[config.mk]
export PLATFORM = sky130hd
export DESIGN_NAME = raster_seq
export DESIGN_NICKNAME = d
export VERILOG_FILES = /design/src/rtl/raster_seq_pkg.sv /design/src/rtl/raster_line_timer.sv /design/src/rtl/raster_frame_counter.sv /design/src/rtl/raster_seq.sv
export SDC_FILE = /design/constraint.sdc
export NUM_CORES = 1
export LEC_CHECK = 0
export BUFFER_PORTS_ARGS = -buffer_cell sky130_fd_sc_hd__buf_2
export CORE_MARGIN = 2
export CORE_UTILIZATION = 45
export CTS_CLUSTER_DIAMETER = 200
export CTS_CLUSTER_SIZE = 24
export DETAILED_ROUTE_END_ITERATION = 10
export PLACE_DENSITY = 0.62
export SLEW_MARGIN = 20
export SYNTH_ARGS = -nofsm -noshare
export SYNTH_HDL_FRONTEND = slang
export SYNTH_HIERARCHICAL = 1
export SYNTH_SLANG_ARGS = --single-unit
[constraint.sdc]
create_clock -name clk -period 3.9 [get_ports clk]
set_input_delay 0.78 -clock clk [delete_from_list [all_inputs] [get_ports clk]]
set_output_delay 0.78 -clock clk [all_outputs]
set_load 0.05 [all_outputs]
[src/rtl/raster_seq_pkg.sv]
package raster_seq_pkg;

    typedef struct packed {
        logic hsync_n;
        logic blank;
        logic vsync;
    } sync_flags_t;

    localparam sync_flags_t FLAGS_IDLE = '{hsync_n: 1'b1, blank: 1'b0, vsync: 1'b0};

endpackage

[src/rtl/raster_line_timer.sv]
module raster_line_timer #(
    parameter int LINE_CYCLES   = 208,
    parameter int HSYNC_WIDTH   = 24,
    parameter int HSYNC_GAP     = 8,
    parameter int HBLANK_CYCLES = 48,
    localparam int H_W          = $clog2(LINE_CYCLES)
) (
    input  logic clk,
    input  logic rst,
    input  logic ce,
    output logic line_end,
    output logic hsync_d,
    output logic hblank_d
);

    localparam logic [H_W-1:0] H_LAST     = H_W'(LINE_CYCLES - 1);
    localparam logic [H_W-1:0] HS_FIRST   = H_W'(LINE_CYCLES - HSYNC_GAP - HSYNC_WIDTH);
    localparam logic [H_W-1:0] HS_LAST    = H_W'(LINE_CYCLES - HSYNC_GAP - 1);
    localparam logic [H_W-1:0] HB_FIRST   = H_W'(LINE_CYCLES - HBLANK_CYCLES);

    logic [H_W-1:0] pos_d, pos_q;

    always_comb begin
        line_end = ce && (pos_q == H_LAST);
        pos_d    = pos_q;
        if (ce) begin
            pos_d = line_end ? '0 : pos_q + 1'b1;
        end
        if (rst) begin
            pos_d = '0;
        end
        // decode on the next position so the registered flags align with it
        hsync_d  = (pos_d >= HS_FIRST) && (pos_d <= HS_LAST);
        hblank_d = (pos_d >= HB_FIRST);
    end

    always_ff @(posedge clk) begin
        pos_q <= pos_d;
    end

endmodule

[src/rtl/raster_frame_counter.sv]
module raster_frame_counter #(
    parameter int SCAN_LINES  = 8,
    parameter int ROWS        = 80,
    parameter int ACTIVE_ROWS = 76,
    parameter int VSYNC_SCANS = 4,
    localparam int SCAN_W     = $clog2(SCAN_LINES),
    localparam int ROW_W      = $clog2(ROWS)
) (
    input  logic              clk,
    input  logic              rst,
    input  logic              line_end,
    output logic [SCAN_W-1:0] scan_q,
    output logic [ROW_W-1:0]  row_q,
    output logic              vblank_d,
    output logic              vsync_d
);

    localparam logic [SCAN_W-1:0] SCAN_LAST  = SCAN_W'(SCAN_LINES - 1);
    localparam logic [SCAN_W-1:0] VS_LAST    = SCAN_W'(VSYNC_SCANS - 1);
    localparam logic [ROW_W-1:0]  ROW_LAST   = ROW_W'(ROWS - 1);
    localparam logic [ROW_W-1:0]  ROW_VBLANK = ROW_W'(ACTIVE_ROWS);

    logic [SCAN_W-1:0] scan_d;
    logic [ROW_W-1:0]  row_d;

    always_comb begin
        scan_d = scan_q;
        row_d  = row_q;
        if (line_end) begin
            if (scan_q == SCAN_LAST) begin
                scan_d = '0;
                row_d  = (row_q == ROW_LAST) ? '0 : row_q + 1'b1;
            end else begin
                scan_d = scan_q + 1'b1;
            end
        end
        if (rst) begin
            scan_d = '0;
            row_d  = '0;
        end
        vblank_d = (row_d >= ROW_VBLANK);
        vsync_d  = (row_d == ROW_VBLANK) && (scan_d <= VS_LAST);
    end

    always_ff @(posedge clk) begin
        scan_q <= scan_d;
        row_q  <= row_d;
    end

endmodule

[src/rtl/raster_seq.sv]
module raster_seq
    import raster_seq_pkg::*;
#(
    parameter int LINE_CYCLES   = 208,
    parameter int HSYNC_WIDTH   = 24,
    parameter int HSYNC_GAP     = 8,
    parameter int HBLANK_CYCLES = 48,
    parameter int SCAN_LINES    = 8,
    parameter int ROWS          = 80,
    parameter int ACTIVE_ROWS   = 76,
    parameter int VSYNC_SCANS   = 4,
    localparam int SCAN_W       = $clog2(SCAN_LINES),
    localparam int ROW_W        = $clog2(ROWS)
) (
    input  logic              clk,
    input  logic              rst,
    input  logic              ce,
    output logic [SCAN_W-1:0] scan,
    output logic [ROW_W-1:0]  row,
    output logic              hsync_n,
    output logic              blank,
    output logic              vsync
);

    logic        line_end;
    logic        hsync_d, hblank_d;
    logic        vblank_d, vsync_d;
    sync_flags_t flags_d, flags_q;

    raster_line_timer #(
        .LINE_CYCLES  (LINE_CYCLES),
        .HSYNC_WIDTH  (HSYNC_WIDTH),
        .HSYNC_GAP    (HSYNC_GAP),
        .HBLANK_CYCLES(HBLANK_CYCLES)
    ) i_line (
        .clk     (clk),
        .rst     (rst),
        .ce      (ce),
        .line_end(line_end),
        .hsync_d (hsync_d),
        .hblank_d(hblank_d)
    );

    raster_frame_counter #(
        .SCAN_LINES (SCAN_LINES),
        .ROWS       (ROWS),
        .ACTIVE_ROWS(ACTIVE_ROWS),
        .VSYNC_SCANS(VSYNC_SCANS)
    ) i_frame (
        .clk     (clk),
        .rst     (rst),
        .line_end(line_end),
        .scan_q  (scan),
        .row_q   (row),
        .vblank_d(vblank_d),
        .vsync_d (vsync_d)
    );

    always_comb begin
        flags_d.hsync_n = !hsync_d;
        flags_d.blank   = hblank_d || vblank_d;
        flags_d.vsync   = vsync_d;
        if (rst) begin
            flags_d = FLAGS_IDLE;
        end
    end

    always_ff @(posedge clk) begin
        flags_q <= flags_d;
    end

    assign hsync_n = flags_q.hsync_n;
    assign blank   = flags_q.blank;
    assign vsync   = flags_q.vsync;

endmodule

==> results.py <==
metrics = {
    "floorplanning": {
        "io_pins": 16,
        "dieHeight_um": 54.1,
        "start_util_pct": 46.4,
        "core_mm2": 0.00243,
        "dieWidth_um": 54.1,
        "num_rows": 18,
        "die-area_mm2": 0.00292,
    },
    "grt": {
        "grt_max_degree": 24,
        "grt_overflow": 0,
        "grt_pass1_wl_mm": 3.23,
        "grt_usage_pct": 15.1,
        "grt_pass1_vias": 758,
        "antenna_found_initial": 0,
    },
    "critical_path": {
        "crit_path_cell_trace": "ha_1, nand4_2, nor4_4, buf_4, and4_1, nand4_2, mux2_4, a211oi_1, nor2_1, o21ba_1",
        "critPathKind": "reg -> reg",
        "cpMostUsedCell": "nand4_2",
        "worstPathRequired_ns": 4.13,
        "max_stage_delay_ns": 0.39,
        "crit_path_end_kind": "flip-flop",
        "arrival_ns": 2.88,
        "cp_num_buf_inv": 1,
        "crit_slowest_cell": "dfxtp_1",
        "crit_path_start_kind": "flip-flop",
        "critical_path.top_delay_family": "simple AND/OR/NAND/NOR gates",
        "cp_max_fo": 13,
    },
    "power": {
        "switchingPower_w": 0.0000809,
        "p_int_w": 0.000259,
        "power_frac_seq_pct": 64.1,
        "sw_frac_of_total_pct": 23.8,
        "comb_power_share_pct": 3.4,
        "powerDensity_mw_per_mm2": 274,
        "power_w": 0.000340,
        "p_leak_nw": 0.533,
        "p_clk_share_pct": 32.4,
        "ir_drop_uv": 197,
    },
    "min_path": {
        "worstHoldPathType": "reg -> reg",
    },
    "clocking": {
        "postCtsHoldBufs": 0,
        "post_cts_resize_count": 0,
        "clkSinkCount": 21,
        "h-tree-depth": 1,
        "post_cts_buffers": 0,
        "cts_made_buffers": 3,
        "cts_tree": "built",
        "clock_latency_ns": 0.31,
        "cts_buffer_depth": 2,
        "clk_pin_slew_ns": 0.13,
        "clock-root-buffer": "clkbuf_4",
    },
    "timing": {
        "maxSlewViolCount": 0,
        "post-route-period-util_pct": 68.0,
        "holdWs_ns": 0.503,
        "max_freq_ghz": 0.377,
        "worst_pin_slew_ns": 0.412,
        "maxSlewHeadroom_pct": 72.5,
        "hold_viol": 0,
        "setup_viol": 0,
        "rsz0062_at_grt": "false",
        "fin_skew_ns": 0.0118,
        "tns_ns": 0,
        "period_minus_slack_ns": 2.65,
    },
    "route": {
        "drt_iter0_markers": 17,
        "vias_per_cell": 5.33,
        "num_vias": 890,
        "antenna_left": 0,
        "finalWirelength_mm": 2.02,
        "drc_errors": 0,
        "routedWlPerCell_um": 12.1,
        "first_pass_iters": 4,
    },
    "status": {
        "status": "finished clean",
    },
    "layout": {
        "seq_area_um2": 420,
        "antenna_cells": 0,
        "drive_above_1_share_pct": 22.6,
        "fillCellCount": 231,
        "layout.nets": 145,
        "multi_input_area_um2": 654,
        "syn_to_final_growth_pct": 9.98,
    },
    "placed_design": {
        "gp_congestion": 0.733,
        "dpl.hpwl_mm": 1.39,
        "port_buffers": 15,
    },
    "yosys": {
        "ys_seq_elements": 21,
        "ys_seq_area_share_pct": 37.3,
        "async_flop_share_pct": 0,
        "syn_area_per_cell_um2": 9.18,
        "syn_inst": 123,
        "synth_area_mm2": 0.00113,
        "synth_flop_cell": "dfxtp_1",
        "yosys_warnings": 6,
        "syn-num-nets": 130,
        "synth_edf_count": 0,
        "synth_cell_type_count": 45,
    },
    "job": {
        "maxCapViolations": 0,
    },
}
[cells in the final DEF (no fill, tap or decap), types with 5 or more instances in the layout]
cell type and instances:
dfxtp_1 21, buf_2 15, nor2_1 10, a21oi_1 6, nand2_1 6, nor2b_1 5, mux2i_1 5, inv_1 5
nor3_1 5, nand3_1 5
[metal layers]
layer / vias up / share of wire (%) / wire length (um) / GRT usage (%)
met5: - / 0 / 0 / 0
met4: 0 / 0.74 / 15 / 7.50
met3: 2 / 4.2 / 84 / 2.50
met2: 22 / 42 / 851 / 21.7
met1: 399 / 53 / 1070 / 21.7
li1: 467 / - / - / -
[registers in the layout, summed over array words and instances (netlist names)]
signal and cells:
hsync_n 1, i_frame/scan_q 3, blank 1, vsync 1, i_frame/row_q 7, i_line/pos_q 8
[worst register-to-register path: cells and delay by family (launching register included)]
family / cells / cell delay (ns)
buffers and inverters: 1 / 0.22
multiplexers: 1 / 0.33
AND/OR/NAND/NOR: 5 / 1.00
AO/OA/AOI/OAI: 2 / 0.40
adder cells (fa/ha/maj): 1 / 0.25
flip-flops: 1 / 0.39
[power groups by stage]
| stage | sequential [W] | combinational [W] | clock, W |
|---|---|---|---|
| after floorplan | 0.000222 | 0.00000798 | 0 |
| after global placement | 0.000223 | 0.0000112 | 0 |
| after detailed placement | 0.000223 | 0.0000119 | 0 |
| after CTS | 0.000218 | 0.0000119 | 0.000114 |
| after global routing | 0.000218 | 0.0000133 | 0.000121 |
| final | 0.000218 | 0.0000117 | 0.000110 |
[final timing paths]
check                       start  depth (start not counted)         endpoint  slack [ns]
setup / recovery  i_line/pos_q[0]                         10            blank        1.25
hold / removal    i_line/pos_q[1]                          2  i_line/pos_q[1]        0.50
setup reg to reg  i_line/pos_q[0]                         10            blank        1.25
hold reg to reg   i_line/pos_q[1]                          2  i_line/pos_q[1]        0.50
[area by class of cell]
type | count | share of cell area, %
multi-input combinational | 91 | 52.7
sequential | 21 | 33.9
timing repair buffer | 16 | 6.65
tap | 30 | 3.02
clock buffer | 3 | 1.81
inverter | 5 | 1.51
clock inverter | 1 | 0.403
[Yosys cell counts, types with 2 or more instances]
| library cell | number | area (um^2) |
|---|---|---|
| buf_4 | 2 | 15.0 |
| and2_1 | 2 | 12.5 |
| mux2i_1 | 5 | 50.1 |
| and4_1 | 2 | 17.5 |
| o21ai_0 | 4 | 20.0 |
| nand3_1 | 5 | 25.0 |
| o21a_1 | 2 | 15.0 |
| ha_1 | 4 | 50.1 |
| dfxtp_1 | 21 | 420 |
| inv_1 | 5 | 18.8 |
| a211oi_1 | 2 | 15.0 |
| nor4b_1 | 2 | 17.5 |
| nand4_2 | 2 | 25.0 |
| xnor2_1 | 4 | 35.0 |
| nor2_1 | 10 | 37.5 |
| nand2_1 | 6 | 22.5 |
| or3_1 | 2 | 12.5 |
| a21oi_1 | 6 | 30.0 |
| nor2b_1 | 5 | 31.3 |
| nor3_1 | 5 | 25.0 |
| xor2_1 | 2 | 17.5 |
| nand2b_1 | 2 | 12.5 |
[cells by family after synthesis]
| group | synth area share (%) |
|---|---|
| simple gates | 30.4 |
| compound gates | 12.7 |
| flops | 37.3 |
| buf+inv | 4.77 |
| xor+xnor | 4.66 |
| mux | 5.76 |
| fa+ha+maj | 4.43 |
[metrics by stage]
stage,setup WS (ns),std cells,utilization (%),instance area (um^2)
floorplan,1.14,123,-,1130
global placement,0.990,163,49.9,1210
detailed placement,0.916,163,49.9,1210
CTS,1.24,167,51.0,1240
global route,1.03,167,51.0,1240
finish,1.25,167,51.0,1240
Power figures use the tool's default switching activity.
